[src/rtl/dmc_pkg.sv]
package dmc_pkg;
    typedef enum logic [1:0] {
        CH_IDLE = 2'd0,
        CH_RUN  = 2'd1,
        CH_DONE = 2'd2
    } ch_state_e;

    typedef struct packed {
        logic       dis_req;
        logic       sg_en;
        logic       link_en;
        logic [5:0] tgt;
    } ch_cfg_t;

    localparam int CW_CLR  = 0;
    localparam int CW_LINK = 1;
    localparam int CW_SG   = 2;
    localparam int CW_DIS  = 3;
    localparam int CW_TGT  = 4;
    localparam int STAT_W  = 11;
endpackage

[src/rtl/dmc_chan.sv]
module dmc_chan
    import dmc_pkg::*;
#(
    parameter int ADDR_W = 32
) (
    input  logic              clk,
    input  logic              rst_n,
    input  logic              ev_start,
    input  logic              ev_minor,
    input  logic              ev_major,
    input  logic              ev_err,
    input  logic              wr_ctrl,
    input  logic              wr_ptr,
    input  logic [ADDR_W-1:0] wr_data,
    output ch_cfg_t           cfg,
    output logic [ADDR_W-1:0] ptr,
    output logic              done,
    output logic              active
);
    ch_state_e state_q, state_d;
    logic      sw_clr;

    assign sw_clr = wr_ctrl && wr_data[CW_CLR];

    always_ff @(posedge clk or negedge rst_n) begin
        if (!rst_n) state_q <= CH_IDLE;
        else        state_q <= state_d;
    end

    always_comb begin
        state_d = state_q;
        if (ev_err) begin
            if (state_q == CH_RUN) state_d = CH_IDLE;
        end else if (ev_major) begin
            state_d = CH_DONE;
        end else if (ev_start) begin
            state_d = CH_RUN;
        end else begin
            unique case (state_q)
                CH_RUN:  if (ev_minor) state_d = CH_IDLE;
                CH_DONE: if (sw_clr)   state_d = CH_IDLE;
                CH_IDLE: state_d = CH_IDLE;
                default: state_d = CH_IDLE;
            endcase
        end
    end

    always_comb begin
        done   = (state_q == CH_DONE);
        active = (state_q == CH_RUN);
    end

    always_ff @(posedge clk or negedge rst_n) begin
        if (!rst_n) begin
            cfg <= '0;
            ptr <= '0;
        end else begin
            if (wr_ctrl) begin
                cfg.tgt     <= wr_data[CW_TGT +: 6];
                cfg.dis_req <= wr_data[CW_DIS];
                cfg.link_en <= wr_data[CW_LINK] && !done;
                cfg.sg_en   <= wr_data[CW_SG] && !done;
            end
            if (wr_ptr) ptr <= wr_data;
        end
    end
endmodule

[src/rtl/dmc_complete.sv]
module dmc_complete
    import dmc_pkg::*;
#(
    parameter int NUM_CH = 8,
    parameter int ADDR_W = 32,
    localparam int CH_W  = (NUM_CH > 1) ? $clog2(NUM_CH) : 1
) (
    input  logic              ev_major,
    input  logic              ev_err,
    input  logic [CH_W-1:0]   ev_ch,
    input  ch_cfg_t           cfg,
    input  logic [ADDR_W-1:0] ptr,
    output logic [NUM_CH-1:0] start_set,
    output logic [NUM_CH-1:0] erq_clr,
    output logic              fetch_req,
    output logic [CH_W-1:0]   fetch_ch,
    output logic [ADDR_W-1:0] fetch_addr,
    output logic              link_err,
    output logic              sg_err
);
    localparam logic [6:0] NCH = 7'(NUM_CH);

    logic fire, tgt_ok, aligned;

    assign fire    = ev_major && !ev_err;
    assign tgt_ok  = {1'b0, cfg.tgt} < NCH;
    assign aligned = (ptr[4:0] == 5'd0);

    always_comb begin
        start_set  = '0;
        erq_clr    = '0;
        fetch_req  = 1'b0;
        link_err   = 1'b0;
        sg_err     = 1'b0;
        fetch_ch   = ev_ch;
        fetch_addr = ptr;
        if (fire) begin
            if (cfg.link_en) begin
                if (tgt_ok) start_set[cfg.tgt[CH_W-1:0]] = 1'b1;
                else        link_err = 1'b1;
            end
            if (cfg.sg_en) begin
                if (aligned) fetch_req = 1'b1;
                else         sg_err = 1'b1;
            end
            if (cfg.dis_req) erq_clr[ev_ch] = 1'b1;
        end
    end
endmodule

[src/rtl/dmc_top.sv]
module dmc_top
    import dmc_pkg::*;
#(
    parameter int NUM_CH = 8,
    parameter int ADDR_W = 32,
    localparam int CH_W  = (NUM_CH > 1) ? $clog2(NUM_CH) : 1
) (
    input  logic              clk,
    input  logic              rst_n,
    input  logic              wr_en,
    input  logic              wr_sel,
    input  logic [CH_W-1:0]   wr_ch,
    input  logic [ADDR_W-1:0] wr_data,
    input  logic [CH_W-1:0]   rd_ch,
    output logic [10:0]       rd_status,
    output logic [ADDR_W-1:0] rd_ptr,
    input  logic              ev_start,
    input  logic              ev_minor_done,
    input  logic              ev_major_zero,
    input  logic              ev_error,
    input  logic [CH_W-1:0]   ev_ch,
    output logic [NUM_CH-1:0] start_set,
    output logic [NUM_CH-1:0] erq_clr,
    output logic              fetch_req,
    output logic [CH_W-1:0]   fetch_ch,
    output logic [ADDR_W-1:0] fetch_addr,
    output logic              link_err,
    output logic              sg_err
);
    ch_cfg_t           cfg_a  [NUM_CH];
    logic [ADDR_W-1:0] ptr_a  [NUM_CH];
    logic [NUM_CH-1:0] done_a;
    logic [NUM_CH-1:0] act_a;

    for (genvar c = 0; c < NUM_CH; c++) begin : g_ch
        logic hit_ev, hit_wr;
        assign hit_ev = (ev_ch == CH_W'(c));
        assign hit_wr = wr_en && (wr_ch == CH_W'(c));
        dmc_chan #(.ADDR_W(ADDR_W)) u_chan (
            .clk      (clk),
            .rst_n    (rst_n),
            .ev_start (ev_start && hit_ev),
            .ev_minor (ev_minor_done && hit_ev),
            .ev_major (ev_major_zero && hit_ev),
            .ev_err   (ev_error && hit_ev),
            .wr_ctrl  (hit_wr && !wr_sel),
            .wr_ptr   (hit_wr && wr_sel),
            .wr_data  (wr_data),
            .cfg      (cfg_a[c]),
            .ptr      (ptr_a[c]),
            .done     (done_a[c]),
            .active   (act_a[c])
        );
    end

    always_comb begin
        rd_status = {done_a[rd_ch], act_a[rd_ch], cfg_a[rd_ch].dis_req,
                     cfg_a[rd_ch].sg_en, cfg_a[rd_ch].link_en, cfg_a[rd_ch].tgt};
        rd_ptr    = ptr_a[rd_ch];
    end

    dmc_complete #(.NUM_CH(NUM_CH), .ADDR_W(ADDR_W)) u_complete (
        .ev_major   (ev_major_zero),
        .ev_err     (ev_error),
        .ev_ch      (ev_ch),
        .cfg        (cfg_a[ev_ch]),
        .ptr        (ptr_a[ev_ch]),
        .start_set  (start_set),
        .erq_clr    (erq_clr),
        .fetch_req  (fetch_req),
        .fetch_ch   (fetch_ch),
        .fetch_addr (fetch_addr),
        .link_err   (link_err),
        .sg_err     (sg_err)
    );
endmodule

[config.mk]
export PLATFORM = sky130hd
export DESIGN_NAME = dmc_top
export DESIGN_NICKNAME = d
export VERILOG_FILES = /design/src/rtl/dmc_pkg.sv /design/src/rtl/dmc_chan.sv /design/src/rtl/dmc_complete.sv /design/src/rtl/dmc_top.sv
export SDC_FILE = /design/constraint.sdc
export NUM_CORES = 1
export LEC_CHECK = 0
export ABC_AREA = 1
export BUFFER_PORTS_ARGS = -buffer_cell sky130_fd_sc_hd__buf_2
export CAP_MARGIN = 10
export CORE_MARGIN = 10
export CORE_UTILIZATION = 30
export DETAILED_ROUTE_END_ITERATION = 12
export PLACE_DENSITY = 0.46
export SYNTH_ARGS = -nofsm -noshare
export SYNTH_HDL_FRONTEND = slang
export SYNTH_HIERARCHICAL = 1
export SYNTH_SLANG_ARGS = --single-unit
[constraint.sdc]
create_clock -name clk -period 1.8 [get_ports clk]
set_clock_uncertainty 0.15 [all_clocks]
set_input_delay 0.36 -clock clk [delete_from_list [all_inputs] [get_ports clk]]
set_output_delay 0.36 -clock clk [all_outputs]
set_load 0.03 [all_outputs]
==> results.sh <==
export IMPL_hpwl_um=54800
export IMPL_final_max_slew_violation_count=0
export IMPL_synth_largest_type_area_fraction_pct=36.5
export IMPL_htree_num_levels=2
export IMPL_timing_hold_worst_start="wr_data[27]"
export IMPL_areaGrowthSynthToFinish_pct=37.5
export IMPL_final_nets=3682
export IMPL_synth_area_per_cell_um2=7.43
export IMPL_clock_sinks=344
export IMPL_core_area_um2=77700
export IMPL_final_hold_viol_count=0
export IMPL_numCtsBuffers=45
export IMPL_dr_first_iter_drc_count=1237
export IMPL_ff2ff_setup_slack_ns=0.46
export IMPL_capture_point_of_the_worst_reg_to_reg_path="g_ch[2].u_chan/ptr[1]"
export IMPL_drive_above_1_share_pct=34.4
export IMPL_gpl_final_weighted_congestion=0.782
export IMPL_route_vias_total=20985
export IMPL_report_final_setup_viol=94
export IMPL_worstReg2RegStart="g_ch[2].u_chan/ptr[1]"
export IMPL_top_level_ports=146
export IMPL_number_of_synthesized_flops_with_an_enable_pin=0
export IMPL_synthMostInstantiatedCell="sky130_fd_sc_hd__nand2_1"
export IMPL_power_leakage_nw=17.4
export IMPL_crit_path_end_kind="output port"
export IMPL_die_area_um2=90300
export IMPL_timing_critical_path_cells="nand2_1 > nand2_1 > nand2_1 > nand2_1 > nand2_1 > nand2_1 > inv_1 > nand2_2 > nor2_4 > nand2_4 > nor2_4 > buf_6"
export IMPL_post_drt_wl_per_cell_um=17.6
export IMPL_min_path_type="in2reg"
export IMPL_insertion_delay_ns=0.59
export IMPL_route_final_wire_length_um=83000
export IMPL_clock_tree_root_cell="sky130_fd_sc_hd__clkbuf_16"
export IMPL_critical_path_startpoint_type="flop"
export IMPL_rsz0062_at_grt="true"
export IMPL_synth_flop_cell="sky130_fd_sc_hd__dfrtp_1"
export IMPL_fmax_ghz=0.388
export IMPL_ys_ff_latch=344
export IMPL_floorplan_initialDensity_pct=30.4
export IMPL_worstPathArrival_ns=2.07
export IMPL_run_status="finished with violations"
export IMPL_timing_critical_path_slowest_cell_delay_ns=0.40
export IMPL_placementRows=102
export IMPL_global_route_wire_length_before_repair_um=128000
export IMPL_max_slew_margin_rel_pct=68.7
export IMPL_power_density_nw_per_um2=980
export IMPL_fin_ws_ns=-0.776
export IMPL_crit_path_max_fanout=4
export IMPL_cts_tree="built"
export IMPL_antenna_violations_before_repair=8
export IMPL_clock_tree_buffer_depth=3
export IMPL_worst_hold_slack_ns=0.0488
export IMPL_max_slew_worst_pin_slew_ns=0.469
export IMPL_synth_top_cells_by_count="sky130_fd_sc_hd__nand2_1 (1547), sky130_fd_sc_hd__inv_1 (438), sky130_fd_sc_hd__dfrtp_1 (344)"
export IMPL_synth_distinct_cells=23
export IMPL_buffer_ports_inserted=145
export IMPL_required_ns=1.29
export IMPL_crit_start="g_ch[4].u_chan/cfg[4]"
export IMPL_via_per_inst=4.46
export IMPL_vias_in_the_first_global_route=20639
export IMPL_synth_top_cell_by_area="sky130_fd_sc_hd__dfrtp_1"
export IMPL_worst_case_setup_slack_after_placement_ns=-0.619
export IMPL_crit_slowest_cell="sky130_fd_sc_hd__dfrtp_1"
export IMPL_die_y_um=301
export IMPL_detail_route_antenna_nets=0
export IMPL_async_flop_share_pct=100
export IMPL_post_route_min_period_ns=2.58
export IMPL_worst_r2r_path_depth=5
export IMPL_max_cap_violations=0
export IMPL_synth_sequential_area_ratio_pct=36.5
export IMPL_drt_first_pass_iters=7
export IMPL_worstSetupPathType="reg2out"
export IMPL_synth_warnings=6
export IMPL_synth_net_count=3228
export IMPL_cts_clk_slew_worst_paths_ns=0.06
export IMPL_worst_ir_drop_vdd_uv=696
export IMPL_die_x_um=301
export IMPL_remaining_drc_errors=0
export IMPL_grt_start_max_net_pins=70
export IMPL_failed_checks="setup timing"
export IMPL_final_core_utilization_pct=41.8
export IMPL_groute_usage_overall_pct=18.1
export IMPL_post_synthesis_cells=3179
export IMPL_final_min_period_over_clock_period_pct=143
export IMPL_holdPathStages=2
export IMPL_syn_area_um2=23600
export IMPL_path_common_cell="sky130_fd_sc_hd__nand2_1"
export IMPL_min_delay_worst_endpoint="g_ch[3].u_chan/ptr[27]"
export IMPL_synth_area_top_cells="sky130_fd_sc_hd__dfrtp_1 (36%), sky130_fd_sc_hd__nand2_1 (25%), sky130_fd_sc_hd__mux2_4 (15%), sky130_fd_sc_hd__inv_1 (7.0%), sky130_fd_sc_hd__nand3_1 (4.4%)"
export IMPL_globalRoute_totalOverflow=0
==> placed cells by master (no fill, tap or decap), types with 8 or more instances in the layout <==
| cell type | Yosys | routed |
|---|---|---|
| sky130_fd_sc_hd__clkbuf_16 | 0 | 46 |
| sky130_fd_sc_hd__clkbuf_1 | 31 | 8 |
| sky130_fd_sc_hd__inv_2 | 4 | 58 |
| sky130_fd_sc_hd__buf_12 | 24 | 91 |
| sky130_fd_sc_hd__nand2_4 | 0 | 13 |
| sky130_fd_sc_hd__buf_8 | 0 | 8 |
| sky130_fd_sc_hd__dlygate4sd3_1 | 0 | 21 |
| sky130_fd_sc_hd__mux2_4 | 240 | 240 |
| sky130_fd_sc_hd__buf_2 | 71 | 46 |
| sky130_fd_sc_hd__buf_6 | 9 | 160 |
| sky130_fd_sc_hd__or2_1 | 8 | 8 |
| sky130_fd_sc_hd__o21ai_0 | 16 | 16 |
| sky130_fd_sc_hd__nand3_1 | 206 | 177 |
| sky130_fd_sc_hd__nand3_2 | 1 | 29 |
| sky130_fd_sc_hd__mux2_2 | 72 | 72 |
| sky130_fd_sc_hd__buf_16 | 0 | 13 |
| sky130_fd_sc_hd__nor3_2 | 0 | 8 |
| sky130_fd_sc_hd__nor2_4 | 1 | 29 |
| sky130_fd_sc_hd__nand2_2 | 0 | 128 |
| sky130_fd_sc_hd__clkbuf_8 | 0 | 17 |
| sky130_fd_sc_hd__dfrtp_1 | 344 | 340 |
| sky130_fd_sc_hd__buf_4 | 63 | 270 |
| sky130_fd_sc_hd__inv_1 | 438 | 380 |
| sky130_fd_sc_hd__nor2_1 | 84 | 50 |
| sky130_fd_sc_hd__nand2_1 | 1547 | 1406 |
==> registers in the layout (all words and copies together) (netlist names) <==
| signal | count |
|---|---|
| g_ch.u_chan/state_q | 16 |
| g_ch.u_chan/ptr | 256 |
| g_ch.u_chan/cfg | 72 |
==> metrics by stage <==
| step | instance area, um^2 | cells | TNS [ns] | total power [mW] |
|---|---|---|---|---|
| CTS | 31700 | 4665 | -33.92 | 31.5 |
| floorplan | 23900 | 3179 | -4.34 | 17.1 |
| global placement | 27900 | 4476 | -71.52 | 20.3 |
| global route | 32500 | 4710 | -41.58 | 33.8 |
| detailed placement | 27900 | 4476 | -75.55 | 20.3 |
| finish | 32500 | 4710 | -32.12 | 31.8 |
==> routing by layer <==
layer,track usage [%],vias up,share of wire (%)
met2,29.8,396,46
met3,2.51,99,4.1
met5,0,-,0.12
met4,3.68,14,1.7
met1,25.0,9979,48
li1,-,10497,-
==> how the worst max path moves through the flow <==
stage,end,depth (start not counted)
2_1_floorplan,start_set[0],15
3_3_place_gp,sg_err,15
3_5_place_dp,sg_err,15
4_1_cts,start_set[3],12
5_1_grt,start_set[2],12
6_report,start_set[3],12
==> cells by family after synthesis <==
logic type      share of synthesized area, %
flops                                   36.5
mux                                     18.7
compound gates                         0.339
simple gates                            30.9
buf+inv                                 13.6
==> report_power, final <==
group / internal [mW] / leakage [nW] / switching (mW)
clock: 5.73 / 0.774 / 3.81
combinational: 6.10 / 12.4 / 5.26
sequential: 9.49 / 4.23 / 1.41
total: 21.3 / 17.4 / 10.5
==> area by class of cell <==
type / count / area (um^2)
diodes: 1 / 2.50
clock buffers: 70 / 1390
clock inverters: 13 / 166
fillers: 7788 / 45300
inverters: 443 / 1710
multi-input cells: 2186 / 12600
flip-flops and latches: 344 / 8610
well taps: 1040 / 1300
repair buffers: 611 / 6630
repair inverters: 2 / 20.0
==> critical path, delay by kind of cell (launching register included) <==
| family | cells | cell delay, ns |
|---|---|---|
| buffers and inverters | 2 | 0.22 |
| DFF | 1 | 0.40 |
| and+or+nand+nor | 10 | 0.84 |
==> timing repair <==
| action | CTS | global route |
|---|---|---|
| setup buffers | 82 | 54 |
| setup endpoints to repair | 94 | 94 |
| pin swaps | 217 | 161 |
| resized for setup | 407 | 153 |
| endpoints found under the hold margin | 504 | 0 |
| hold buffers | 21 | 0 |
| gates cloned | 12 | 1 |
Power figures use the tool's default switching activity.
